`config.mk`:
```
export PLATFORM = sky130hd
export DESIGN_NAME = fletcher_engine
export DESIGN_NICKNAME = d
export VERILOG_FILES = /design/src/rtl/fl_pkg.sv /design/src/rtl/fl_ocadd.sv /design/src/rtl/fl_accum.sv /design/src/rtl/fl_checkgen.sv /design/src/rtl/fl_ctrl.sv /design/src/rtl/fletcher_engine.sv
export SDC_FILE = /design/constraint.sdc
export NUM_CORES = 1
export LEC_CHECK = 0
export BUFFER_PORTS_ARGS = -buffer_cell sky130_fd_sc_hd__buf_2
export CORE_ASPECT_RATIO = 1.1
export CORE_MARGIN = 1
export CORE_UTILIZATION = 31
export DETAILED_ROUTE_END_ITERATION = 10
export GPL_TIMING_DRIVEN = 1
export SLEW_MARGIN = 20
export SYNTH_ARGS = -nofsm -noshare
export SYNTH_HDL_FRONTEND = slang
export SYNTH_SLANG_ARGS = --single-unit
```
`constraint.sdc`:
```
create_clock -name clk -period 15.3 [get_ports clk]
set_input_delay 3.825 -clock clk [delete_from_list [all_inputs] [get_ports clk]]
set_output_delay 3.825 -clock clk [all_outputs]
set_load 0.01 [all_outputs]
```
`src/rtl/fl_pkg.sv`:
```
// Shared types for the Fletcher checksum engine.
package fl_pkg;
    // Control phases: taking data, presenting check byte one, check byte two.
    typedef enum logic [1:0] {
        ST_DATA = 2'd0,
        ST_CHK1 = 2'd1,
        ST_CHK2 = 2'd2
    } fl_state_e;
endpackage

```
`src/rtl/fl_ocadd.sv`:
```
// Ones'-complement adder: W-bit sum with the carry-out folded back in.
// Assumes: result is congruent to a+b modulo 2^W-1; all-ones may stand for zero.
module fl_ocadd #(
    parameter int W = 8
) (
    input  logic [W-1:0] a,
    input  logic [W-1:0] b,
    output logic [W-1:0] y
);
    logic [W:0] raw;

    // Wide add, then fold carry into the low bits (cannot overflow again).
    always_comb begin
        raw = {1'b0, a} + {1'b0, b};
        y   = raw[W-1:0] + {{(W-1){1'b0}}, raw[W]};
    end
endmodule

```
`src/rtl/fl_accum.sv`:
```
// Running sum pair. On each enabled byte, sum1 takes the byte first, then
// sum2 takes the new sum1. A clear restarts both lanes from zero.
// Assumes: en and clr come from the same accepted byte.
module fl_accum #(
    parameter int W = 8
) (
    input  logic         clk,
    input  logic         rst_n,
    input  logic         en,
    input  logic         clr,
    input  logic [W-1:0] din,
    output logic [W-1:0] sum1,
    output logic [W-1:0] sum2,
    output logic [W-1:0] nxt1,
    output logic [W-1:0] nxt2
);
    logic [W-1:0] base1;
    logic [W-1:0] base2;

    // Pick the starting point: zero on start-of-block, else the held sums.
    always_comb begin
        base1 = clr ? '0 : sum1;
        base2 = clr ? '0 : sum2;
    end

    fl_ocadd #(.W(W)) u_add1 (.a(base1), .b(din),  .y(nxt1));
    fl_ocadd #(.W(W)) u_add2 (.a(base2), .b(nxt1), .y(nxt2));

    // Register the sums on accepted bytes only.
    always_ff @(posedge clk) begin
        if (!rst_n) begin
            sum1 <= '0;
            sum2 <= '0;
        end else if (en) begin
            sum1 <= nxt1;
            sum2 <= nxt2;
        end
    end

    AST_SUMS_HOLD: assert property (@(posedge clk) disable iff (!rst_n)
        !en |=> ($stable(sum1) && $stable(sum2)))
        else $error("sums moved without a byte");
endmodule

```
`src/rtl/fl_checkgen.sv`:
```
// Forms the two trailing check bytes from the data-only sums.
// Assumes: sums may hold all-ones as zero; they are normalized first.
module fl_checkgen #(
    parameter int W = 8
) (
    input  logic [W-1:0] sum1,
    input  logic [W-1:0] sum2,
    output logic [W-1:0] chk1,
    output logic [W-1:0] chk2
);
    localparam logic [W-1:0] ONES = '1;

    logic [W-1:0] n1, n2, t1, t2, nt1, nt2;

    // Normalize stored sums: all-ones is the alternate zero.
    always_comb begin
        n1 = (sum1 == ONES) ? '0 : sum1;
        n2 = (sum2 == ONES) ? '0 : sum2;
    end

    fl_ocadd #(.W(W)) u_t1 (.a(n1), .b(n2),   .y(t1));
    fl_ocadd #(.W(W)) u_t2 (.a(n1), .b(chk1), .y(t2));

    // Modulus minus normalized residue equals its bitwise complement.
    always_comb begin
        nt1  = (t1 == ONES) ? '0 : t1;
        chk1 = ~nt1;
        nt2  = (t2 == ONES) ? '0 : t2;
        chk2 = ~nt2;
    end
endmodule

```
`src/rtl/fl_ctrl.sv`:
```
// Block sequencing: mode latch, check-byte phases, verify result pulse.
// Assumes: the next-sum inputs reflect the byte being accepted this cycle.
module fl_ctrl
    import fl_pkg::*;
#(
    parameter int W = 8
) (
    input  logic         clk,
    input  logic         rst_n,
    input  logic         mode_verify,
    input  logic         in_valid,
    input  logic         in_sob,
    input  logic         in_eob,
    input  logic         chk_ready,
    input  logic [W-1:0] nxt1,
    input  logic [W-1:0] nxt2,
    output logic         in_ready,
    output logic         accept,
    output logic         chk_valid,
    output logic         sel_second,
    output logic         done,
    output logic         ok
);
    localparam logic [W-1:0] ONES = '1;

    fl_state_e state_q, state_d;
    logic      mode_q, mode_eff, last_hit, sums_zero;

    // Handshake, effective mode for this byte, and the zero test.
    always_comb begin
        in_ready   = (state_q == ST_DATA);
        accept     = in_valid && in_ready;
        chk_valid  = (state_q != ST_DATA);
        sel_second = (state_q == ST_CHK2);
        mode_eff   = (accept && in_sob) ? mode_verify : mode_q;
        last_hit   = accept && in_eob;
        sums_zero  = ((nxt1 == '0) || (nxt1 == ONES)) &&
                     ((nxt2 == '0) || (nxt2 == ONES));
    end

    // Next phase of the block sequence.
    always_comb begin
        state_d = state_q;
        case (state_q)
            ST_DATA: if (last_hit && !mode_eff) state_d = ST_CHK1;
            ST_CHK1: if (chk_ready)             state_d = ST_CHK2;
            ST_CHK2: if (chk_ready)             state_d = ST_DATA;
            default:                            state_d = ST_DATA;
        endcase
    end

    // Phase register and mode latch.
    always_ff @(posedge clk) begin
        if (!rst_n) begin
            state_q <= ST_DATA;
            mode_q  <= 1'b0;
        end else begin
            state_q <= state_d;
            if (accept && in_sob) mode_q <= mode_verify;
        end
    end

    // Verify result, one cycle after the closing byte.
    always_ff @(posedge clk) begin
        if (!rst_n) begin
            done <= 1'b0;
            ok   <= 1'b0;
        end else begin
            done <= last_hit && mode_eff;
            ok   <= last_hit && mode_eff && sums_zero;
        end
    end

    AST_OK_NEEDS_DONE: assert property (@(posedge clk) disable iff (!rst_n)
        ok |-> done)
        else $error("ok without done");
    AST_DONE_AFTER_EOB: assert property (@(posedge clk) disable iff (!rst_n)
        done |-> $past(in_valid && in_ready && in_eob))
        else $error("done without closing byte");
    AST_CHK_STARTS_AT_EOB: assert property (@(posedge clk) disable iff (!rst_n)
        $rose(chk_valid) |-> $past(in_valid && in_ready && in_eob))
        else $error("check bytes without closing byte");
    AST_BUSY_MEANS_CHK: assert property (@(posedge clk) disable iff (!rst_n)
        !in_ready |-> chk_valid)
        else $error("input stalled with no check byte");
    AST_RETURN_TO_DATA: assert property (@(posedge clk) disable iff (!rst_n)
        (chk_valid && chk_ready && sel_second) |=> (in_ready && !chk_valid))
        else $error("no return after second check byte");
endmodule

```
`src/rtl/fletcher_engine.sv`:
```
// Streaming Fletcher checksum engine, one byte per clock.
// Generate mode appends two check bytes; verify mode reports pass/fail.
// Assumes: upstream marks block edges with in_sob / in_eob.
module fletcher_engine #(
    parameter int W = 8
) (
    input  logic         clk,
    input  logic         rst_n,
    input  logic         mode_verify,
    input  logic         in_valid,
    output logic         in_ready,
    input  logic [W-1:0] in_data,
    input  logic         in_sob,
    input  logic         in_eob,
    output logic         chk_valid,
    input  logic         chk_ready,
    output logic [W-1:0] chk_data,
    output logic         done,
    output logic         ok
);
    logic         accept, sel_second;
    logic [W-1:0] sum1, sum2, nxt1, nxt2, chk1, chk2;

    fl_accum #(.W(W)) u_accum (
        .clk(clk), .rst_n(rst_n), .en(accept), .clr(in_sob), .din(in_data),
        .sum1(sum1), .sum2(sum2), .nxt1(nxt1), .nxt2(nxt2)
    );

    fl_checkgen #(.W(W)) u_checkgen (
        .sum1(sum1), .sum2(sum2), .chk1(chk1), .chk2(chk2)
    );

    fl_ctrl #(.W(W)) u_ctrl (
        .clk(clk), .rst_n(rst_n), .mode_verify(mode_verify),
        .in_valid(in_valid), .in_sob(in_sob), .in_eob(in_eob),
        .chk_ready(chk_ready), .nxt1(nxt1), .nxt2(nxt2),
        .in_ready(in_ready), .accept(accept), .chk_valid(chk_valid),
        .sel_second(sel_second), .done(done), .ok(ok)
    );

    // Present whichever check byte the sequence is on.
    always_comb chk_data = sel_second ? chk2 : chk1;

    AST_CHK_HOLD: assert property (@(posedge clk) disable iff (!rst_n)
        (chk_valid && !chk_ready) |=> (chk_valid && $stable(chk_data)))
        else $error("check byte changed under backpressure");
endmodule

```
After elaboration in Yosys (flattened, before gate mapping)
Index checks and enable logic that the tools add are counted.
{ "classes": {"add_sub_neg": 8, "eq_ne": 11, "bitwise": 2, "reduce_logical": 15, "muxes": 12} }
{ "op_table": {"columns": ["op", "n"], "rows": [
  ["$mux W8", 7],
  ["$eq A8 B8 Y1 const B", 6],
  ["$add A8 B8 Y9", 4],
  ["$add A8 B1 Y8", 4],
  ["$logic_not A8 Y1", 2],
  ["$not A8 Y8", 2],
  ["$logic_and A1 B1 Y1", 7],
  ["$mux W2", 3],
  ["$pmux W2 S3", 1],
  ["$ne A2 B2 Y1 const B", 2],
  ["$reduce_and A3 Y1", 1],
  ["$eq A2 B1 Y1 const B", 1],
  ["$eq A2 B2 Y1 const B", 1],
  ["$logic_not A2 Y1", 1],
  ["$logic_or A1 B1 Y1", 2],
  ["$ne A2 B1 Y1 const B", 1],
  ["$reduce_bool A2 Y1", 1],
  ["$logic_not A1 Y1", 1],
  ["$mux W1", 1]
]} }
{ "word_totals": {"inputBits": 15, "register_bits": 21, "out_inout_bits": 12, "wordCells": 54} }

Depth between registers and ports, before layout
Gate-level depths: netlist of run 1.
{ "depth": {"ltp_word": 13, "ltp_mapped": 40} }

By module
A second synthesis of run 1 with hierarchy kept.
{ "unflattened": {"hier_cells": 388, "hier_area_um2": 3602.2} }
{ "modules_own_cells": {"columns": ["module", "cells_per_inst", "instances", "area_per_inst_um2"], "rows": [
  ["fl_ocadd (u_accum.u_add2 ...)", 57, 3, 523.0],
  ["fl_accum", 68, 1, 720.7],
  ["fl_ocadd (u_accum.u_add1)", 60, 1, 500.5],
  ["fl_checkgen", 44, 1, 382.9],
  ["fl_ctrl", 36, 1, 297.8],
  ["fletcher_engine", 9, 1, 131.4]
]} }

Worst setup path after synthesis of run 1
OpenSTA, ideal clock, no wires.
{ "synth_timing": {"path_kind": "register -> output", "from": "register u_accum.sum1[5]", "to": "output port chk_data[2]", "t_arrival_ns": 7.415, "path_buffers": 2, "stages_incl_launch_ff": 36, "path_slack_ns": 4.060, "path_cell_list": "dfxtp_1 > buf_4 > nand4_2 > o21ai_1 > clkinv_1 > ha_1 > nor2_1 > a31o_1 > a211oi_1 > a21oi_1 > nor2b_1 > o21ai_0 > nand2b_1 > ha_1 > nand3_1 > or3_4 > or3b_4 > o211ai_2 > nand2_1 > nand2_1 > xnor2_1 > ha_1 > a21o_1 > maj3_1 > maj3_1 > a31o_2 > a21o_1 > a21oi_1 > o21bai_1 > a21o_1 > ha_1 > and2_1 > buf_1 > nor4b_1 > o311ai_4 > a31oi_1"} }
{ "synth_via": {"elab_chain_len": 13} }
{ "synth_lines": {"columns": ["item", "line", "source"], "rows": [
  ["from (decl)", "fl_accum.sv:12", "output logic [W-1:0] sum1,"],
  ["from (signal assigned)", "fl_accum.sv:35", "sum1 <= nxt1;"],
  ["$eq A8 B8 Y1", "fl_checkgen.sv:17", "n1 = (sum1 == ONES) ? '0 : sum1;"],
  ["$mux W8 (*)", "fl_checkgen.sv:17", null],
  ["$add A8 B8 Y9", "fl_ocadd.sv:14", "raw = {1'b0, a} + {1'b0, b};"],
  ["$add A8 B1 Y8", "fl_ocadd.sv:15", "y = raw[W-1:0] + {{(W-1){1'b0}}, raw[W]};"],
  ["$eq A8 B8 Y1", "fl_checkgen.sv:26", "nt1 = (t1 == ONES) ? '0 : t1;"],
  ["$mux W8", "fl_checkgen.sv:26", null],
  ["$not A8 Y8", "fl_checkgen.sv:27", "chk1 = ~nt1;"],
  ["$add A8 B8 Y9", "fl_ocadd.sv:14", null],
  ["$add A8 B1 Y8", "fl_ocadd.sv:15", null],
  ["$eq A8 B8 Y1", "fl_checkgen.sv:28", "nt2 = (t2 == ONES) ? '0 : t2;"],
  ["$mux W8", "fl_checkgen.sv:28", null],
  ["$not A8 Y8", "fl_checkgen.sv:29", "chk2 = ~nt2;"],
  ["$mux W8 (*)", "fletcher_engine.sv:42", "always_comb chk_data = sel_second ? chk2 : chk1;"],
  ["to (decl)", "fletcher_engine.sv:17", "output logic [W-1:0] chk_data,"]
]} }
Every way passes the cells marked *; elsewhere a longest branch is shown, timed or not.

Worst setup path after layout of run 1
{ "layout_timing": {"from": "register u_accum.sum1[4]", "to": "output port chk_data[2]"} }
Same word-level chain as after synthesis.

==> key figures, run 1 <==
Status
  • Status: completed

Setup path
  • Critical Path Most Common Cell: ha_1
  • Critical path class: register to primary output
  • R2r worst-path depth: 30
  • CP max stage cell: nor4b_1
  • Worst-path fanout max: 11
  • Startpoint types: register
  • Crit path DAT: 8770 ps
  • Req. time, crit path: 11480 ps
  • Crit. End Element: primary output
  • CP max stage delay: 640 ps

Clock network
  • Clk slew on worst S/H paths: 60 ps
  • Hold Buf Count CTS: 0
  • Num Clock Sinks: 21
  • H-tree depth: 1
  • TritonCTS clock tree: done
  • Number of post-CTS setup repair buffers: 0
  • Worst skew pair latency: 250 ps
  • CTS max path bufs: 2
  • CTS Buf Count: 3
  • Root Driver: clkbuf_16
  • Post-cts sizing count: 0

Floorplanning
  • Die Wd: 104.1 um
  • Row count: 40
  • Ports: 27
  • Die height: 114.3 um
  • Die area: 11900 um2
  • Core Box Area: 11060 um2
  • Initial Util: 0.3214

Synth
  • Yosys top cell area share: 0.1302
  • Top-count cell post-synth: xnor2_1
  • Yosys warnings: 0
  • Register bit total from synthesis: 21
  • Top cells by count, synth: xnor2_1 (41), nor2_1 (39), ha_1 (37), nand2_1 (37), inv_1 (24)
  • Syn Nets: 523
  • Synthesized area: 3555 um2
  • Synth Instances: 469
  • Synth Area in Compound Gates: 0.2235
  • Register area share after synthesis: 0.1183
  • Ys async rst share: 0
  • Synth area leader: ha_1
  • Adder-Cell Fraction of Synth Area: 0.1499
  • Post-Synth XOR/XNOR Area: 0.1542
  • Mux share of post-synthesis cell area: 0.01162
  • Post-synth EDFFs: 0
  • Post-synthesis cell type count: 73
  • Ys flop type: dfxtp_1
  • Synth Area in Simple Gates: 0.2971
  • Largest family of logic cells by synthesized area: simple AND/OR/NAND/NOR gates
  • Top cells by area, synth: ha_1 (13%), dfxtp_1 (12%), xnor2_1 (10%)
  • Mean Syn Cell Area: 7.579 um2

Timing
  • Period utilisation layout: 0.8230
  • Hold Vio Cnt, Final: 0
  • Rel. slew slack: 0.4404
  • Final setup margin: 2708 ps
  • Slew @ Worst Pin: 839.4 ps
  • Achievable Freq: 79.42 MHz
  • Fin Setup TNS: 0 ps
  • Fin crit period: 12590 ps
  • RSZ-0062 raised after global routing: false
  • Clk_skew: 1.863 ps
  • Final Hold Slack: 488.9 ps
  • Final Setup Violations: 0
  • Final max-slew violation count: 0

GRT
  • GRT Util Overall: 0.1563
  • GR Overflow Total: 0
  • Pin count of the biggest net entering global routing: 27
  • Initial antenna violation count: 0
  • Vias in the first global route: 3244
  • First-pass GRT wire length: 15460 um

Finish
  • Layout cell share with drive strength beyond 1: 0.1054
  • Diodes inserted: 0
  • Layout area overhead: 9.398%
  • Final net count: 539
  • Final instance area: 3889 um2

Min path
  • Hold Crit Class: register to register
  • Hold depth: 2

Power
  • Worst IR Drop VDD: 0.04494 mV
  • Leakage: 1.742 nW
  • Final Power: 0.4317 mW
  • PwrDens: 111.0 nW/um2

Place
  • Place WS: 3038 ps
  • Placed cell area: 3809 um2
  • Gpl congestion: 0.9218
  • Post-DP HPWL: 7619 um
  • PortBufs: 26

Detailed routing
  • Starting DRC count in detailed routing: 165
  • 1st-pass router iterations: 5
  • Total wire length: 9083 um
  • Vias per cell: 5.326
  • Via count: 3361
  • DR WL/cell: 14.39 um
  • Post-route ant nets: 0
  • DRC: 0

Run
  • Max-cap violations: 0
final cells by class:
| class | count | area [um2] |
|---|---|---|
| clock buffers | 3 | 75.07 |
| clock inverters | 1 | 5.005 |
| fillers | 1155 | 7172 |
| inverters | 25 | 93.84 |
| multi-input cells | 407 | 2973 |
| flip-flops and latches | 21 | 420.4 |
| well taps | 147 | 183.9 |
| repair buffers | 27 | 137.6 |
registers in the layout, summed over array words and instances (netlist names):
name / flops
u_accum.sum1: 8
u_accum.sum2: 8
u_ctrl.state_q: 2
u_ctrl.done: 1
u_ctrl.mode_q: 1
u_ctrl.ok: 1
cells by family after synthesis:
kind of cell,after synthesis
muxes,4
and+or+nand+nor,192
xor gates and xnor gates,60
adders and majority gates,42
DFF,21
AOI/OAI and AO/OA,109
buffers and inverters,41
metal layers:
layer,vias to the layer above,part of all wire,global-route usage
met2,76,0.53,0.3080
met3,6,0.031,0.01651
li1,1718,-,-
met5,-,0,0
met1,1561,0.43,0.1807
met4,0,0.0056,0.03333
final timing paths:
kind	to	start	slack, ps
worst max register to register	u_ctrl.ok	u_accum.sum1[0]	9280
worst min-delay path	u_ctrl.mode_q	u_ctrl.mode_q	490
worst max-delay path	chk_data[2]	u_accum.sum1[4]	2710
worst min register to register	u_ctrl.mode_q	u_ctrl.mode_q	490
critical path: cells and delay by family, from the launching register on:
family / cells / cell delay [ps]
compound gates: 14 / 2940
fa+ha+maj: 8 / 2380
buf+inv: 2 / 500
flops: 1 / 550
simple gates: 9 / 2090
xor+xnor: 1 / 80
per-stage QoR:
step                  util  instances
detailed placement  0.3443        627
CTS                 0.3516        631
global route        0.3516        631
finish              0.3516        631
floorplan                -        469
global placement    0.3443        627
report_power, final:
group          internal (mW)  switching, mW
combinational          0.128          0.177
clock                 0.0351         0.0195
sequential            0.0607         0.0109
total                  0.224          0.208
placed cells by master, fill, tap and decap left out, types with 7 or more instances in the layout:
master,synthesis,routed
nand3_1,14,14
nor3_1,12,12
nand4_1,9,9
buf_2,2,26
ha_1,37,37
inv_1,24,24
o21ai_0,9,9
dfxtp_1,21,21
a21o_1,9,9
nor3b_1,7,7
a21oi_1,23,23
xor2_1,17,17
and3_1,8,8
o211a_1,7,7
nand2b_1,7,7
xnor2_1,41,41
a31oi_1,11,11
nor2_1,39,39
nand2_1,37,37
nor2b_1,18,18
and2_1,15,15
Power figures use the tool's default switching activity.
==> run 2: changes to the inputs <==
==> constraint.sdc (replaced) <==
create_clock -name clk -period 11.2 [get_ports clk]
set_input_delay 2.8 -clock clk [delete_from_list [all_inputs] [get_ports clk]]
set_output_delay 2.8 -clock clk [all_outputs]
set_load 0.01 [all_outputs]
==> run 2 against run 1 <==
Against the previous run:
- critical path depth grew 1
- final area grew 2.3%
- hold slack lost 0.54 ps
- combinational power grew 39%
- register-to-register slack lost 4100 ps
- first-iteration DRC count shrank 36%
- largest power group unchanged
- sequential power grew 38%
- highest routed layer unchanged
- global-route usage grew 0.078 points
==> key figures, run 2 (same netlist as run 1, synthesis figures left out) <==
Floorplanning
  • Row count: 40 (unchanged)
  • Die area: 11900 um2 (unchanged)
  • Die Wd: 104.1 um (unchanged)
  • Die height: 114.3 um (unchanged)
  • Ports: 27 (unchanged)
  • Core Box Area: 11060 um2 (unchanged)
  • Initial Util: 0.3214 (unchanged)

Timing
  • Hold Vio Cnt, Final: 0 (unchanged)
  • Final Setup Violations: 0 (unchanged)
  • Period utilisation layout: 0.9609
  • RSZ-0062 raised after global routing: false (unchanged)
  • Fin Setup TNS: 0 ps (unchanged)
  • Slew @ Worst Pin: 873.3 ps (was 839.4 ps)
  • Achievable Freq: 92.92 MHz
  • Clk_skew: 2.780 ps (was 1.863 ps)
  • Final Hold Slack: 488.4 ps (was 488.9 ps)
  • Final max-slew violation count: 0 (unchanged)
  • Fin crit period: 10760 ps
  • Rel. slew slack: 0.4178 (was 0.4404)

Setup path
  • CP max stage cell: or3_4 (was nor4b_1)
  • Crit. End Element: primary output (unchanged)
  • Startpoint types: register (unchanged)
  • CP max stage delay: 430 ps (was 640 ps)
  • Req. time, crit path: 8400 ps (was 11480 ps)
  • Crit path DAT: 7960 ps (was 8770 ps)
  • Worst-path fanout max: 8 (was 11)
  • Critical Path Most Common Cell: ha_1 (unchanged)
  • Critical path class: register to primary output (unchanged)

Clock network
  • TritonCTS clock tree: done (unchanged)
  • Clk slew on worst S/H paths: 60 ps (about the same)
  • Worst skew pair latency: 250 ps (about the same)
  • Root Driver: clkbuf_16 (unchanged)
  • Num Clock Sinks: 21 (unchanged)
  • Hold Buf Count CTS: 0 (unchanged)
  • CTS Buf Count: 3 (unchanged)
  • H-tree depth: 1 (unchanged)
  • CTS max path bufs: 2 (unchanged)

Finish
  • Layout area overhead: 11.93% (was 9.398%)
  • Layout Cells excl Fill: 636 (was 631)
  • Layout cell share with drive strength beyond 1: 0.1554 (was 0.1054)
  • Most frequent cells in the layout: xnor2_1 (40), nor2_1 (38), nand2_1 (36), ha_1 (36), buf_2 (26) (was xnor2_1 (41), nor2_1 (39), nand2_1 (37), ha_1 (37), buf_2 (26))
  • Diodes inserted: 0 (unchanged)
  • Commonest non-fill, non-tap cell in the layout: xnor2_1 (unchanged)
  • Layout filler cell count: 1164 (was 1155)
  • Final net count: 544 (was 539)
  • Regs by FF count: u_accum.sum1 x8, u_accum.sum2 x8, u_ctrl.state_q x2 (unchanged)

Power
  • PwrDens: 150.4 nW/um2 (was 111.0 nW/um2)
  • Leakage: 1.785 nW (was 1.742 nW)
  • Sw frac: 0.4807 (was 0.4815)
  • P_int: 0.3107 mW (was 0.2238 mW)
  • Clock power frac: 0.127 (was 0.126)
  • NetSw: 0.2877 mW (was 0.2079 mW)
  • Worst IR Drop VDD: 0.05302 mV (was 0.04494 mV)
  • Comb power frac: 0.708 (about the same)
  • Reg power frac: 0.165 (was 0.166)

Min path
  • Hold Crit Class: register to register (unchanged)

GRT
  • GRT Util Overall: 0.1571 (was 0.1563)
  • Pin count of the biggest net entering global routing: 27 (unchanged)
  • GR Overflow Total: 0 (unchanged)
  • Initial antenna violation count: 0 (unchanged)
  • First-pass GRT wire length: 15460 um (about the same)
  • Vias in the first global route: 3257 (was 3244)

Status
  • Status: completed (unchanged)

Run
  • Max-cap violations: 0 (unchanged)

Place
  • Placed cells: 631 (was 627)
  • Post-DP HPWL: 7596 um (was 7619 um)
  • Gpl congestion: 0.9403 (was 0.9218)
  • PortBufs: 26 (unchanged)

Detailed routing
  • DRC: 0 (unchanged)
  • Total wire length: 9210 um (was 9083 um)
  • Vias per cell: 5.355 (was 5.326)
  • Starting DRC count in detailed routing: 105 (was 165)
  • Post-route ant nets: 0 (unchanged)
  • Via count: 3406 (was 3361)
  • 1st-pass router iterations: 5 (unchanged)
  • DR WL/cell: 14.48 um (was 14.39 um)
[run 2: cell count changes in the layout (fill, tap and decap cells not counted), moves of 2 or more]
cell     previous run  this run
dfxtp_1            21        12
dfxtp_2             0         8
buf_4               1         6
a21oi_1            23        21
a21oi_2             0         2
or2_1               3         1
or2_4               0         2
[run 2: repair_timing]
action,in CTS,in global routing
setup buffers,0,1
endpoints found under the hold margin,0,0
setup endpoints to repair,0,8
gates resized for setup,0,23
[run 2: critical path: cells and delay by family, from the launching register on]
family | cells | cell delay (ps)
AOI/OAI and AO/OA | 14 | 2690
xor gates and xnor gates | 2 | 340
adders and majority gates | 7 | 1880
buffers and inverters | 1 | 190
DFF | 1 | 410
muxes | 1 | 170
and+or+nand+nor | 10 | 1990
[run 2: per-stage QoR]
stage / util / total power, mW / worst slack [ps] / instance area (um2)
global route: 0.3597 / 0.6471 / 23.73 / 3979
detailed placement: 0.3471 / 0.5125 / 330.4 / 3839
floorplan: - / 0.4230 / 985.4 / 3555
global placement: 0.3471 / 0.5084 / 573.7 / 3839
CTS: 0.3543 / 0.5911 / 34.17 / 3919
finish: 0.3597 / 0.5984 / 437.6 / 3979
[run 2: area by class of cell]
| type | instances | area, um2 | share of cell area |
|---|---|---|---|
| multi-input combinational | 407 | 3012 | 0.7569 |
| sequential | 21 | 434.2 | 0.1091 |
| tap | 147 | 183.9 | 0.04623 |
| timing repair buffer | 32 | 175.2 | 0.04403 |
| inverter | 25 | 93.84 | 0.02358 |
| clock buffer | 3 | 75.07 | 0.01887 |
| clock inverter | 1 | 5.005 | 0.001258 |
[run 2: path summary, 6_finish.rpt]
kind                            cells after the start            end             from  slack [ps]
worst min-delay path                                2  u_ctrl.mode_q    u_ctrl.mode_q         490
worst max register to register                     31      u_ctrl.ok  u_accum.sum1[0]        5220
worst max-delay path                               35    chk_data[2]  u_accum.sum2[3]         440
worst min register to register                      2  u_ctrl.mode_q    u_ctrl.mode_q         490
[run 2: power groups by stage]
stage                     clock, mW  sequential, mW  combinational [mW]
after floorplan                   0          0.0907               0.332
after CTS                    0.0771          0.0975               0.417
after global routing         0.0801           0.100               0.467
after global placement            0          0.0988               0.410
after detailed placement          0          0.0991               0.413
final                        0.0757          0.0988               0.424
[run 2: metal layers]
layer | up-vias | wire length [um] | GRT usage
met2 | 68 | 4685 | 0.3053
met4 | 0 | 148 | 0.03905
li1 | 1730 | - | -
met1 | 1595 | 4106 | 0.1853
met3 | 13 | 271 | 0.01252
met5 | - | 0 | 0
==> run 3: changes to the inputs <==
--- a/config.mk
+++ b/config.mk
@@ -14,4 +14,5 @@
 export SLEW_MARGIN = 20
 export SYNTH_ARGS = -nofsm -noshare
 export SYNTH_HDL_FRONTEND = slang
+export SYNTH_HIERARCHICAL = 1
 export SYNTH_SLANG_ARGS = --single-unit
==> run 3 against run 2 <==
Against the previous run:
- sequential power is 6.4% lower
- clock-buffer cell count is 1 higher
- utilization is 0.86 points lower
- critical path type unchanged
- highest routed layer unchanged
==> key figures, run 3 <==
Timing
  • Clk_skew: 3.183 ps (was 2.780 ps)
  • Final max-slew violation count: 0 (unchanged)
  • RSZ-0062 raised after global routing: false (unchanged)
  • Final setup margin: 1178 ps (was 437.6 ps)
  • Period utilisation layout: 0.8948 (was 0.9609)
  • Fin crit period: 10020 ps (was 10760 ps)
  • Achievable Freq: 99.79 MHz (was 92.92 MHz)
  • Fin Setup TNS: 0 ps (unchanged)
  • Hold Vio Cnt, Final: 0 (unchanged)
  • Slew @ Worst Pin: 623.7 ps (was 873.3 ps)
  • Final Setup Violations: 0 (unchanged)
  • Rel. slew slack: 0.5823 (was 0.4178)

Floorplanning
  • Die area: 12060 um2 (was 11900 um2)
  • Ports: 27 (unchanged)
  • Initial Util: 0.3242 (was 0.3214)
  • Die height: 115.1 um (was 114.3 um)
  • Row count: 40 (unchanged)
  • Die Wd: 104.8 um (was 104.1 um)
  • Core Box Area: 11110 um2 (was 11060 um2)

Clock network
  • CTS Buf Count: 3 (unchanged)
  • TritonCTS clock tree: done (unchanged)
  • Worst skew pair latency: 250 ps (about the same)
  • Post-cts sizing count: 0 (unchanged)
  • Hold Buf Count CTS: 0 (unchanged)
  • Num Clock Sinks: 21 (unchanged)
  • Clk slew on worst S/H paths: 60 ps (about the same)
  • Number of post-CTS setup repair buffers: 0 (unchanged)
  • CTS max path bufs: 2 (unchanged)
  • Root Driver: clkbuf_16 (unchanged)
  • H-tree depth: 1 (unchanged)

Setup path
  • R2r worst-path depth: 26 (was 31)
  • Worst-path fanout max: 8 (unchanged)
  • Crit path DAT: 7220 ps (was 7960 ps)
  • R2r endpoint: u_ctrl/ok (was u_ctrl.ok)
  • Startpoint types: register (unchanged)
  • Worst reg-to-reg setup slack: 5620 ps (was 5220 ps)
  • Critical Path Most Common Cell: ha_1 (unchanged)
  • Req. time, crit path: 8400 ps (about the same)
  • Start of the worst register-to-register path: u_accum/sum1[0] (was u_accum.sum1[0])
  • CP max stage delay: 480 ps (was 430 ps)
  • Critical path origin: u_accum/sum1[7] (was u_accum.sum2[3])
  • Critical path class: register to primary output (unchanged)
  • Crit. End Element: primary output (unchanged)
  • CP max stage cell: and4_1 (was or3_4)

Detailed routing
  • Via count: 2935 (was 3406)
  • Total wire length: 7772 um (was 9210 um)
  • Vias per cell: 5.279 (was 5.355)
  • Starting DRC count in detailed routing: 132 (was 105)
  • DRC: 0 (unchanged)
  • 1st-pass router iterations: 4 (was 5)
  • Post-route ant nets: 0 (unchanged)
  • DR WL/cell: 13.98 um (was 14.48 um)

Synth
  • Top cells by area, synth: ha_1 (14%), dfxtp_1 (12%), nor2b_1 (6.1%) (was ha_1 (13%), dfxtp_1 (12%), xnor2_1 (10%))
  • Register area share after synthesis: 0.1167 (was 0.1183)
  • Synthesized area: 3602 um2 (was 3555 um2)
  • Ys flop type: dfxtp_1 (unchanged)
  • Register bit total from synthesis: 21 (unchanged)
  • Synth area leader: ha_1 (unchanged)
  • Top cells by count, synth: ha_1 (40), nor2b_1 (35), nor2_1 (23) (was xnor2_1 (41), nor2_1 (39), ha_1 (37), nand2_1 (37), inv_1 (24))
  • Ys async rst share: 0 (unchanged)
  • Yosys warnings: 6 (was 0)
  • Post-synthesis cell type count: 56 (was 73)
  • Synth Instances: 388 (was 469)
  • Post-synth EDFFs: 0 (unchanged)
  • Syn Nets: 447 (was 523)
  • Top-count cell post-synth: ha_1 (was xnor2_1)
  • Mean Syn Cell Area: 9.284 um2 (was 7.579 um2)
  • Yosys top cell area share: 0.1389 (was 0.1302)

Power
  • Leakage: 1.633 nW (was 1.785 nW)
  • PwrDens: 150.5 nW/um2 (was 150.4 nW/um2)
  • Worst IR Drop VDD: 0.06016 mV (was 0.05302 mV)

GRT
  • GR Overflow Total: 0 (unchanged)
  • Initial antenna violation count: 0 (unchanged)
  • GRT Util Overall: 0.1347 (was 0.1571)
  • Vias in the first global route: 2897 (was 3257)
  • First-pass GRT wire length: 13500 um (was 15460 um)
  • Pin count of the biggest net entering global routing: 21 (was 27)

Min path
  • Min-delay src: u_ctrl/mode_q (was u_ctrl.mode_q)
  • Worst Hold Endpoint: u_ctrl/mode_q (was u_ctrl.mode_q)
  • Hold depth: 2 (unchanged)
  • Hold Crit Class: register to register (unchanged)

Finish
  • Most frequent cells in the layout: ha_1 (40), nor2b_1 (34), buf_2 (26), nor2_1 (23), dfxtp_1 (21) (was xnor2_1 (40), nor2_1 (38), nand2_1 (36), ha_1 (36), buf_2 (26))
  • Final net count: 469 (was 544)
  • Layout filler cell count: 1163 (was 1164)
  • Layout cell share with drive strength beyond 1: 0.2885 (was 0.1554)
  • Layout area overhead: 8.301% (was 11.93%)
  • Regs by FF count: u_accum/sum1 x8, u_accum/sum2 x8, u_ctrl/state_q x2 (was u_accum.sum1 x8, u_accum.sum2 x8, u_ctrl.state_q x2)
  • Diodes inserted: 0 (unchanged)
  • Commonest non-fill, non-tap cell in the layout: ha_1 (was xnor2_1)

Run
  • Max-cap violations: 0 (unchanged)

Place
  • Place WS: 1452 ps (was 330.4 ps)
  • Gpl congestion: 0.8438 (was 0.9403)
  • PortBufs: 26 (unchanged)
  • Post-DP HPWL: 6668 um (was 7596 um)

Status
  • Status: completed (unchanged)
run 3: cell count changes after synthesis, moves of 16 or more:
cell	before	now
nand2_1	37	12
nor2_1	39	23
inv_1	24	7
nor2b_1	18	35
xnor2_1	41	4
a21boi_2	0	16
run 3: worst max path at each step:
stage                             end  slack (ps)  cells after the start
after floorplan           chk_data[0]        2450                     34
after global placement    chk_data[5]        1730                     34
after detailed placement  chk_data[6]        1450                     34
after CTS                 chk_data[6]        1160                     34
after global routing      chk_data[6]         560                     34
final                     chk_data[6]        1180                     34
run 3: final cells by class:
class / instances / area, um2 / share of cell area
clock buffer: 4 / 78.83 / 0.02021
inverter: 7 / 26.28 / 0.006735
multi-input combinational: 351 / 3062 / 0.7848
sequential: 21 / 420.4 / 0.1078
tap: 147 / 183.9 / 0.04715
timing repair buffer: 26 / 130.1 / 0.03335
run 3: worst max-delay path: cells and delay by family, from the launching register on:
family,cells,cell delay (ps)
AO/OA/AOI/OAI,9,1810
XOR/XNOR,2,420
adder cells (fa/ha/maj),8,2120
buffers and inverters,1,120
flip-flops,1,370
multiplexers,1,180
AND/OR/NAND/NOR,13,1940
run 3: logic make-up after synthesis:
group           synth area share
simple gates              0.2695
xor+xnor                 0.07641
flops                     0.1167
mux                      0.08475
buf+inv                  0.03404
compound gates            0.2574
fa+ha+maj                 0.1612
run 3: metrics by stage:
step / instances / instance area, um2 / hold slack (ps) / utilization / power, mW
finish: 556 / 3901 / 528.9 / 0.3511 / 0.5871
global route: 556 / 3901 / 573.7 / 0.3511 / 0.6368
CTS: 556 / 3899 / 532.5 / 0.3509 / 0.5885
detailed placement: 552 / 3820 / 519.6 / 0.3438 / 0.5113
global placement: 552 / 3820 / 500.6 / 0.3438 / 0.5052
floorplan: 388 / 3602 / 485.8 / - / 0.4270
run 3: routing by layer:
layer	part of all wire	wire length [um]	GRT usage	vias to the layer above
met2	0.51	3971	0.2605	33
met5	0	0	0	-
met3	0.015	114	0.009637	9
met4	0.014	111	0.03286	0
li1	-	-	-	1500
met1	0.46	3574	0.1614	1393
run 3: where the power goes:
group	internal (mW)	switching [mW]
clock	0.0485	0.0268
sequential	0.0837	0.00879
combinational	0.182	0.238
